File: src/rtl/rtc_pkg.sv
package rtc_pkg;

   localparam int unsigned DW = 8;

   typedef enum logic [3:0] {
      A_SEC   = 4'd0,
      A_MIN   = 4'd1,
      A_HOUR  = 4'd2,
      A_DAY   = 4'd3,
      A_MONTH = 4'd4,
      A_YEAR  = 4'd5,
      A_AMIN  = 4'd6,
      A_AHOUR = 4'd7,
      A_CTRL  = 4'd8
   } rtc_addr_e;

   // control bit positions
   localparam int unsigned C_HOLD  = 0;
   localparam int unsigned C_READY = 1;
   localparam int unsigned C_FIX   = 2;
   localparam int unsigned C_ALM   = 3;
   localparam int unsigned C_PER   = 4;
   localparam int unsigned C_AEN   = 5;

   function automatic logic [DW-1:0] month_len(input logic [DW-1:0] mon,
                                               input logic [DW-1:0] yr);
      logic [DW-1:0] r;
      case (mon)
         8'd2:                 r = (yr[1:0] == 2'b00) ? 8'd29 : 8'd28;
         8'd4, 8'd6, 8'd9, 8'd11: r = 8'd30;
         default:              r = 8'd31;
      endcase
      return r;
   endfunction

endpackage

File: src/rtl/rtc_subsec.sv
module rtc_subsec #(
   parameter int unsigned SUB_W = 15
) (
   input  logic clk,
   input  logic rst_n,
   input  logic tick,
   input  logic hold,
   input  logic clr,
   output logic step,
   output logic ready
);
   localparam logic [SUB_W-1:0] SUB_TOP = {SUB_W{1'b1}};

   logic [SUB_W-1:0] sub;
   logic             owed;
   logic             wrap;

   assign wrap = tick && (sub == SUB_TOP);
   assign step = !hold && (wrap || owed);

   always_ff @(posedge clk or negedge rst_n) begin
      if (!rst_n) begin
         sub   <= '0;
         owed  <= 1'b0;
         ready <= 1'b0;
      end else begin
         if (clr)       sub <= '0;
         else if (tick) sub <= sub + 1'b1;

         if (clr)       owed <= 1'b0;
         else if (hold) owed <= owed || wrap;
         else           owed <= owed && wrap;

         if (!hold)     ready <= 1'b0;
         else if (tick) ready <= 1'b1;
      end
   end

   AST_SUB_ADVANCES: assert property (@(posedge clk) disable iff (!rst_n)
      (tick && !clr) |=> (sub == $past(sub) + 1'b1));
   AST_READY_ON_TICK: assert property (@(posedge clk) disable iff (!rst_n)
      $rose(ready) |-> $past(tick));
   AST_READY_DROPS: assert property (@(posedge clk) disable iff (!rst_n)
      !hold |=> !ready);
   AST_OWED_IN_HOLD: assert property (@(posedge clk) disable iff (!rst_n)
      $rose(owed) |-> $past(hold));
   AST_CLR_FORGETS: assert property (@(posedge clk) disable iff (!rst_n)
      clr |=> (sub == '0) && !owed);

endmodule

File: src/rtl/rtc_calendar.sv
module rtc_calendar
   import rtc_pkg::*;
#(
   parameter int unsigned YEAR_MAX = 99
) (
   input  logic          clk,
   input  logic          rst_n,
   input  logic          step,
   input  logic          hold,
   input  logic [5:0]    fld_we,
   input  logic [DW-1:0] wdata,
   output logic [DW-1:0] sec,
   output logic [DW-1:0] min,
   output logic [DW-1:0] hour,
   output logic [DW-1:0] day,
   output logic [DW-1:0] month,
   output logic [DW-1:0] year,
   output logic          sec_last,
   output logic [DW-1:0] min_nxt,
   output logic [DW-1:0] hour_nxt
);
   localparam logic [DW-1:0] YMAX = DW'(YEAR_MAX);

   logic min_last, hour_last;

   assign sec_last  = (sec >= 8'd59);
   assign min_last  = (min >= 8'd59);
   assign hour_last = (hour >= 8'd23);
   assign min_nxt   = !sec_last ? min : (min_last ? '0 : min + 1'b1);
   assign hour_nxt  = !(sec_last && min_last) ? hour : (hour_last ? '0 : hour + 1'b1);

   always_ff @(posedge clk or negedge rst_n) begin
      if (!rst_n) begin
         sec   <= '0;
         min   <= '0;
         hour  <= '0;
         day   <= 8'd1;
         month <= 8'd1;
         year  <= '0;
      end else if (step) begin
         sec  <= sec_last ? '0 : sec + 1'b1;
         min  <= min_nxt;
         hour <= hour_nxt;
         if (sec_last && min_last && hour_last) begin
            if (day >= month_len(month, year)) begin
               day <= 8'd1;
               if (month >= 8'd12) begin
                  month <= 8'd1;
                  year  <= (year >= YMAX) ? '0 : year + 1'b1;
               end else begin
                  month <= month + 1'b1;
               end
            end else begin
               day <= day + 1'b1;
            end
         end
      end else begin
         if (fld_we[0]) sec   <= wdata;
         if (fld_we[1]) min   <= wdata;
         if (fld_we[2]) hour  <= wdata;
         if (fld_we[3]) day   <= wdata;
         if (fld_we[4]) month <= wdata;
         if (fld_we[5]) year  <= wdata;
      end
   end

   AST_FROZEN_IN_HOLD: assert property (@(posedge clk) disable iff (!rst_n)
      (hold && (fld_we == '0)) |=> $stable({sec, min, hour, day, month, year}));
   AST_SEC_STEP_ONE: assert property (@(posedge clk) disable iff (!rst_n)
      (step && !sec_last) |=> (sec == $past(sec) + 1'b1));

endmodule

File: src/rtl/rtc_events.sv
module rtc_events
   import rtc_pkg::*;
(
   input  logic          clk,
   input  logic          rst_n,
   input  logic          step,
   input  logic          sec_last,
   input  logic [DW-1:0] min_nxt,
   input  logic [DW-1:0] hour_nxt,
   input  logic [DW-1:0] alm_min,
   input  logic [DW-1:0] alm_hour,
   input  logic          per_min,
   input  logic          alm_en,
   input  logic          ctrl_we,
   input  logic          keep_fix,
   input  logic          keep_alm,
   output logic          fix_flag,
   output logic          alm_flag,
   output logic          irq
);
   logic set_fix, set_alm;

   assign set_fix = step && (!per_min || sec_last);
   assign set_alm = step && sec_last && alm_en &&
                    (min_nxt == alm_min) && (hour_nxt == alm_hour);

   always_ff @(posedge clk or negedge rst_n) begin
      if (!rst_n) begin
         fix_flag <= 1'b0;
         alm_flag <= 1'b0;
      end else begin
         fix_flag <= set_fix || (fix_flag && !(ctrl_we && !keep_fix));
         alm_flag <= set_alm || (alm_flag && !(ctrl_we && !keep_alm));
      end
   end

   assign irq = fix_flag || alm_flag;

   AST_FIX_KEPT: assert property (@(posedge clk) disable iff (!rst_n)
      (fix_flag && ctrl_we && keep_fix) |=> fix_flag);
   AST_ALM_KEPT: assert property (@(posedge clk) disable iff (!rst_n)
      (alm_flag && ctrl_we && keep_alm) |=> alm_flag);
   AST_FIX_CLEARED: assert property (@(posedge clk) disable iff (!rst_n)
      (ctrl_we && !keep_fix && !step) |=> !fix_flag);
   AST_IRQ_FROM_STEP: assert property (@(posedge clk) disable iff (!rst_n)
      $rose(irq) |-> $past(step));
   AST_ALM_ON_WRAP: assert property (@(posedge clk) disable iff (!rst_n)
      $rose(alm_flag) |-> $past(sec_last));

endmodule

File: src/rtl/rtc_hold_core.sv
module rtc_hold_core
   import rtc_pkg::*;
#(
   parameter int unsigned SUB_W    = 15,
   parameter int unsigned YEAR_MAX = 99
) (
   input  logic          clk,
   input  logic          rst_n,
   input  logic          tick,
   input  logic          wr_en,
   input  logic [3:0]    addr,
   input  logic [DW-1:0] wdata,
   output logic [DW-1:0] rdata,
   output logic          irq
);
   if (SUB_W < 2 || SUB_W > 24) begin : g_bad_sub
      $error("rtc_hold_core: SUB_W out of range");
   end
   if (YEAR_MAX < 3 || YEAR_MAX > 255) begin : g_bad_year
      $error("rtc_hold_core: YEAR_MAX out of range");
   end

   logic          hold, per_min, alm_en, ready, step;
   logic [DW-1:0] alm_min, alm_hour;
   logic [DW-1:0] sec, min, hour, day, month, year;
   logic [DW-1:0] min_nxt, hour_nxt;
   logic          sec_last, fix_flag, alm_flag;
   logic          ctrl_we, sec_clr;
   logic [5:0]    fld_we;

   assign ctrl_we = wr_en && (addr == A_CTRL);

   for (genvar i = 0; i < 6; i++) begin : g_fld_we
      assign fld_we[i] = wr_en && ready && (addr == 4'(i));
   end
   assign sec_clr = fld_we[0];

   always_ff @(posedge clk or negedge rst_n) begin
      if (!rst_n) begin
         hold     <= 1'b0;
         per_min  <= 1'b0;
         alm_en   <= 1'b0;
         alm_min  <= '0;
         alm_hour <= '0;
      end else if (wr_en) begin
         if (addr == A_CTRL) begin
            hold    <= wdata[C_HOLD];
            per_min <= wdata[C_PER];
            alm_en  <= wdata[C_AEN];
         end
         if (addr == A_AMIN)  alm_min  <= wdata;
         if (addr == A_AHOUR) alm_hour <= wdata;
      end
   end

   rtc_subsec #(.SUB_W(SUB_W)) u_sub (
      .clk(clk), .rst_n(rst_n), .tick(tick), .hold(hold), .clr(sec_clr),
      .step(step), .ready(ready)
   );

   rtc_calendar #(.YEAR_MAX(YEAR_MAX)) u_cal (
      .clk(clk), .rst_n(rst_n), .step(step), .hold(hold), .fld_we(fld_we),
      .wdata(wdata), .sec(sec), .min(min), .hour(hour), .day(day),
      .month(month), .year(year), .sec_last(sec_last),
      .min_nxt(min_nxt), .hour_nxt(hour_nxt)
   );

   rtc_events u_evt (
      .clk(clk), .rst_n(rst_n), .step(step), .sec_last(sec_last),
      .min_nxt(min_nxt), .hour_nxt(hour_nxt), .alm_min(alm_min),
      .alm_hour(alm_hour), .per_min(per_min), .alm_en(alm_en),
      .ctrl_we(ctrl_we), .keep_fix(wdata[C_FIX]), .keep_alm(wdata[C_ALM]),
      .fix_flag(fix_flag), .alm_flag(alm_flag), .irq(irq)
   );

   always_comb begin
      case (addr)
         A_SEC:   rdata = sec;
         A_MIN:   rdata = min;
         A_HOUR:  rdata = hour;
         A_DAY:   rdata = day;
         A_MONTH: rdata = month;
         A_YEAR:  rdata = year;
         A_AMIN:  rdata = alm_min;
         A_AHOUR: rdata = alm_hour;
         A_CTRL:  rdata = {2'b00, alm_en, per_min, alm_flag, fix_flag, ready, hold};
         default: rdata = '0;
      endcase
   end

   AST_READY_NEEDS_HOLD: assert property (@(posedge clk) disable iff (!rst_n)
      $rose(ready) |-> hold);

endmodule

File: config.mk
export PLATFORM = sky130hd
export DESIGN_NAME = rtc_hold_core
export DESIGN_NICKNAME = d
export VERILOG_FILES = /design/src/rtl/rtc_pkg.sv /design/src/rtl/rtc_subsec.sv /design/src/rtl/rtc_calendar.sv /design/src/rtl/rtc_events.sv /design/src/rtl/rtc_hold_core.sv
export SDC_FILE = /design/constraint.sdc
export NUM_CORES = 1
export LEC_CHECK = 0
export BUFFER_PORTS_ARGS = -buffer_cell sky130_fd_sc_hd__buf_4
export CAP_MARGIN = 15
export CORE_MARGIN = 5
export CORE_UTILIZATION = 50
export DETAILED_ROUTE_END_ITERATION = 6
export PLACE_DENSITY_LB_ADDON = 0.3
export SYNTH_ARGS = -nofsm -noshare
export SYNTH_HDL_FRONTEND = slang
export SYNTH_SLANG_ARGS = --single-unit
File: constraint.sdc
create_clock -name clk -period 3.7 [get_ports clk]
set_clock_uncertainty 0.15 [all_clocks]
set_input_delay 0.37 -clock clk [delete_from_list [all_inputs] [get_ports clk]]
set_output_delay 0.37 -clock clk [all_outputs]
set_load 0.02 [all_outputs]
==> flow_summary_export.csv <==
group,metric,value,unit
status,status,"finished clean",
drt,drtIter0Drc,466,
timing,min_period_over_period,0.850,
drt,drt-total-wl,15900,um
finish,final_area,5910,um^2
worst_setup_path,r2r_setup_slack,0.56,ns
clock_tree,post_cts_resized,0,
clock_tree,clk_pin_slew,0.09,ns
logic_synthesis,ys_warn_count,0,
timing,worst_slew_pin_slew,1.11,ns
logic_synthesis,synth-edff-count,0,
global_route,antenna_found_initial,0,
timing,fmax,318,MHz
clock_tree,cts_inserted_buffers,9,
finish,nNetsFinal,655,
floorplan,die_x,115,um
worst_hold_path,hold_path.startpoint,"tick",
logic_synthesis,ys_top_cells_by_area,"dfrtp_1, nand2_1, o21ai_0",
timing,timing.final.crit_period,3.14,ns
worst_setup_path,path_class,"flop to flop",
timing,max_slew_margin,0.261,
logic_synthesis,syn_nets,643,
clock_tree,clock_latency,0.39,ns
finish,final_cells,771,
floorplan,rows,38,
worst_setup_path,reg2reg_depth,13,
worst_setup_path,reg2reg_from,"u_cal.month[0]",
placement,dp_hpwl,11400,um
drt,wl_per_cell,20.6,um
worst_setup_path,worst_ep_required_time,3.82,ns
drt,drtPass1Iterations,5,
worst_setup_path,startpoint_type,"flop",
power,clock_power_share,0.234,
logic_synthesis,yosysMostFrequentCell,"dfrtp_1",
global_route,grt_pass1_vias,4806,
placement,gp_congestion,0.936,
placement,io_buffers,24,
finish,final_layout_size_suffix_gt1_frac,0.135,
global_route,grt.met3_usage,0.0581,
worst_setup_path,cp_max_fo,16,
worst_setup_path,reg2reg_to,"u_cal.month[5]",
clock_tree,cts_sinks,86,
timing,setup_viol,0,
logic_synthesis,synthCells,614,
logic_synthesis,synthDistinctLibCells,72,
drt,drcViolationCount,0,
global_route,grt_pass1_wl,25900,um
power,switchingPower,987,uW
global_route,busiest_layer,"met2",
logic_synthesis,synth.avg_cell_area,8.93,um^2
timing,setup_tns,0,ns
global_route,grt_remaining_overflow,0,
logic_synthesis,synth_ff_type,"dfrtp_1",
placement,place_inst,754,
clock_tree,clockBufferDepth,2,
power,pwr-share-comb,0.259,
power,power.internal,1.66,mW
floorplan,pin_count,25,
floorplan,dieArea,13200,um^2
finish,syn2layout_area_growth,7.87,%
floorplan,initial_core_util,0.508,
timing,rsz0062_at_grt,"no",
global_route,grt_use_met1,0.350,
drt,via_count,4951,
drt,antenna_left,0,
logic_synthesis,yosys.area.top_type,"dfrtp_1",
logic_synthesis,async_flop_share,1.00,
logic_synthesis,synth-seq-cells,86,
logic_synthesis,synth.top_cell.area_share,0.383,
clock_tree,cts_root_buffer,"clkbuf_8",
clock_tree,h-tree-depth,3,
power,powerDensity,448,nW/um^2
global_route,grt_use_met2,0.370,
logic_synthesis,yosysSeqAreaShare,0.393,
power,worst_ir_drop_vdd,230,uV
power,leakagePower,2.58,nW
worst_setup_path,cp_data_arrival_time,3.27,ns
finish,final_util,0.548,
finish,antenna_cells,0,
floorplan,die_h,115,um
worst_hold_path,hold_path_end,"u_sub.ready",
worst_hold_path,min_path_cells,2,
job,max_cap_viol_count,0,
drt,via_per_inst,6.42,
worst_hold_path,hold_class,"primary input to flop",
power,power_switching_share,0.373,
placement,placed_area,5730,um^2
power,seqPwrFrac,0.508,
timing,hold_violations,0,
logic_synthesis,synth.cell_area,5480,um^2
clock_tree,cts_tree,"yes",
global_route,grt.total_usage,0.255,
worst_setup_path,cp-end-kind,"flop",
logic_synthesis,synth_common_cells,"dfrtp_1, nand2_1, o21ai_0",
global_route,grt_max_degree,68,
timing,slew_violations,0,
floorplan,core,10800,um^2
[critical path, cell delays in order, from the launching register on]
cell and delay (ns):
dfstp_2 0.59, inv_1 0.09, ha_1 0.23, nor2_1 0.10, o21ai_0 0.08, nand4_1 0.12, ha_1 0.22, nand2b_1 0.14
a21oi_1 0.14, o31ai_1 0.12, and3_4 0.21, a41oi_2 0.54, nor2b_1 0.10, o22a_1 0.22
[sequential cells by signal, summed over array words and instances (netlist names)]
| register | cells |
|---|---|
| u_sub.sub | 15 |
| alm_hour | 8 |
| alm_min | 8 |
| u_cal.day | 8 |
| u_cal.hour | 8 |
| u_cal.min | 8 |
| u_cal.month | 8 |
| u_cal.sec | 8 |
| u_cal.year | 8 |
| alm_en | 1 |
| hold | 1 |
| per_min | 1 |
| u_evt.alm_flag | 1 |
| u_evt.fix_flag | 1 |
| u_sub.owed | 1 |
| u_sub.ready | 1 |
[cell families after synthesis]
| kind of cell | count (synthesis) | share of synthesized area |
|---|---|---|
| and+or+nand+nor | 222 | 0.194 |
| AOI/OAI and AO/OA | 180 | 0.226 |
| DFF | 86 | 0.393 |
| buffers and inverters | 51 | 0.0409 |
| muxes | 36 | 0.0746 |
| xor gates and xnor gates | 25 | 0.0399 |
| adders and majority gates | 14 | 0.0315 |
[metal layers]
metal	vias up	wire length, um
met3	46	1330
li1	2289	-
met5	-	0
met1	2420	6950
met2	196	6920
met4	0	725
[power groups by stage]
stage	sequential [mW]	clock, mW	combinational [mW]
global placement	1.34	0	0.655
CTS	1.34	0.636	0.684
global route	1.37	0.680	0.762
floorplan	1.26	0	0.523
finish	1.34	0.619	0.684
detailed placement	1.35	0	0.679
[metrics by stage]
step                      setup slack (ns)  total power, mW  hold slack [ns]
after floorplan                       1.05             1.78          -0.0756
after global placement               0.685             2.00            0.342
after detailed placement             0.594             2.03            0.356
after CTS                            0.574             2.66           0.0995
after global routing                 0.344             2.81            0.135
final                                0.556             2.65            0.118
[layout by cell type (no fill, tap or decap), types with 5 or more instances in the layout]
cell type  netlist  final
mux2_2          19     19
o21ai_0         43     43
o21ai_1         24     24
a221o_1          5      5
ha_1            13     13
clkbuf_8         0      9
nor4_1           5      5
nand2b_1         5      5
nor2b_1          5      5
dfrtp_1         84     84
and3_1          13     13
nor2_1          42     42
nand3_1         32     32
a22oi_1          7      7
xor2_1          14     14
and2_1          10     10
a32oi_1          7      7
buf_4            4     28
a22o_1           9      9
mux2i_1         15     15
o22ai_1          5      5
xnor2_1         11     11
inv_1           22     22
nand2_1         73     73
a21oi_1         29     29
nor3_1          18     18
nand4_1          8      8
[timing repair]
item / 4_1_cts / 5_1_grt
buffers inserted: 0 / 0
hold buffers: 1 / 0
hold endpoints to repair: 65 / 0
[how the worst max path moves through the flow]
stage	from	endpoint
floorplan	u_cal.month[0]	u_cal.month[1]
global placement	u_cal.month[0]	u_cal.month[5]
detailed placement	u_cal.month[0]	u_cal.month[5]
CTS	u_cal.month[0]	u_cal.month[5]
global route	u_cal.month[0]	u_cal.month[5]
finish	u_cal.month[0]	u_cal.month[5]
[area by class of cell]
class / count / area, um^2
fillers: 972 / 4880
multi-input cells: 477 / 3100
flip-flops and latches: 86 / 2150
repair buffers: 29 / 220
well taps: 140 / 175
clock buffers: 10 / 128
inverters: 23 / 86.3
clock inverters: 6 / 46.3
Note: power is estimated with default switching activity, not from simulation.
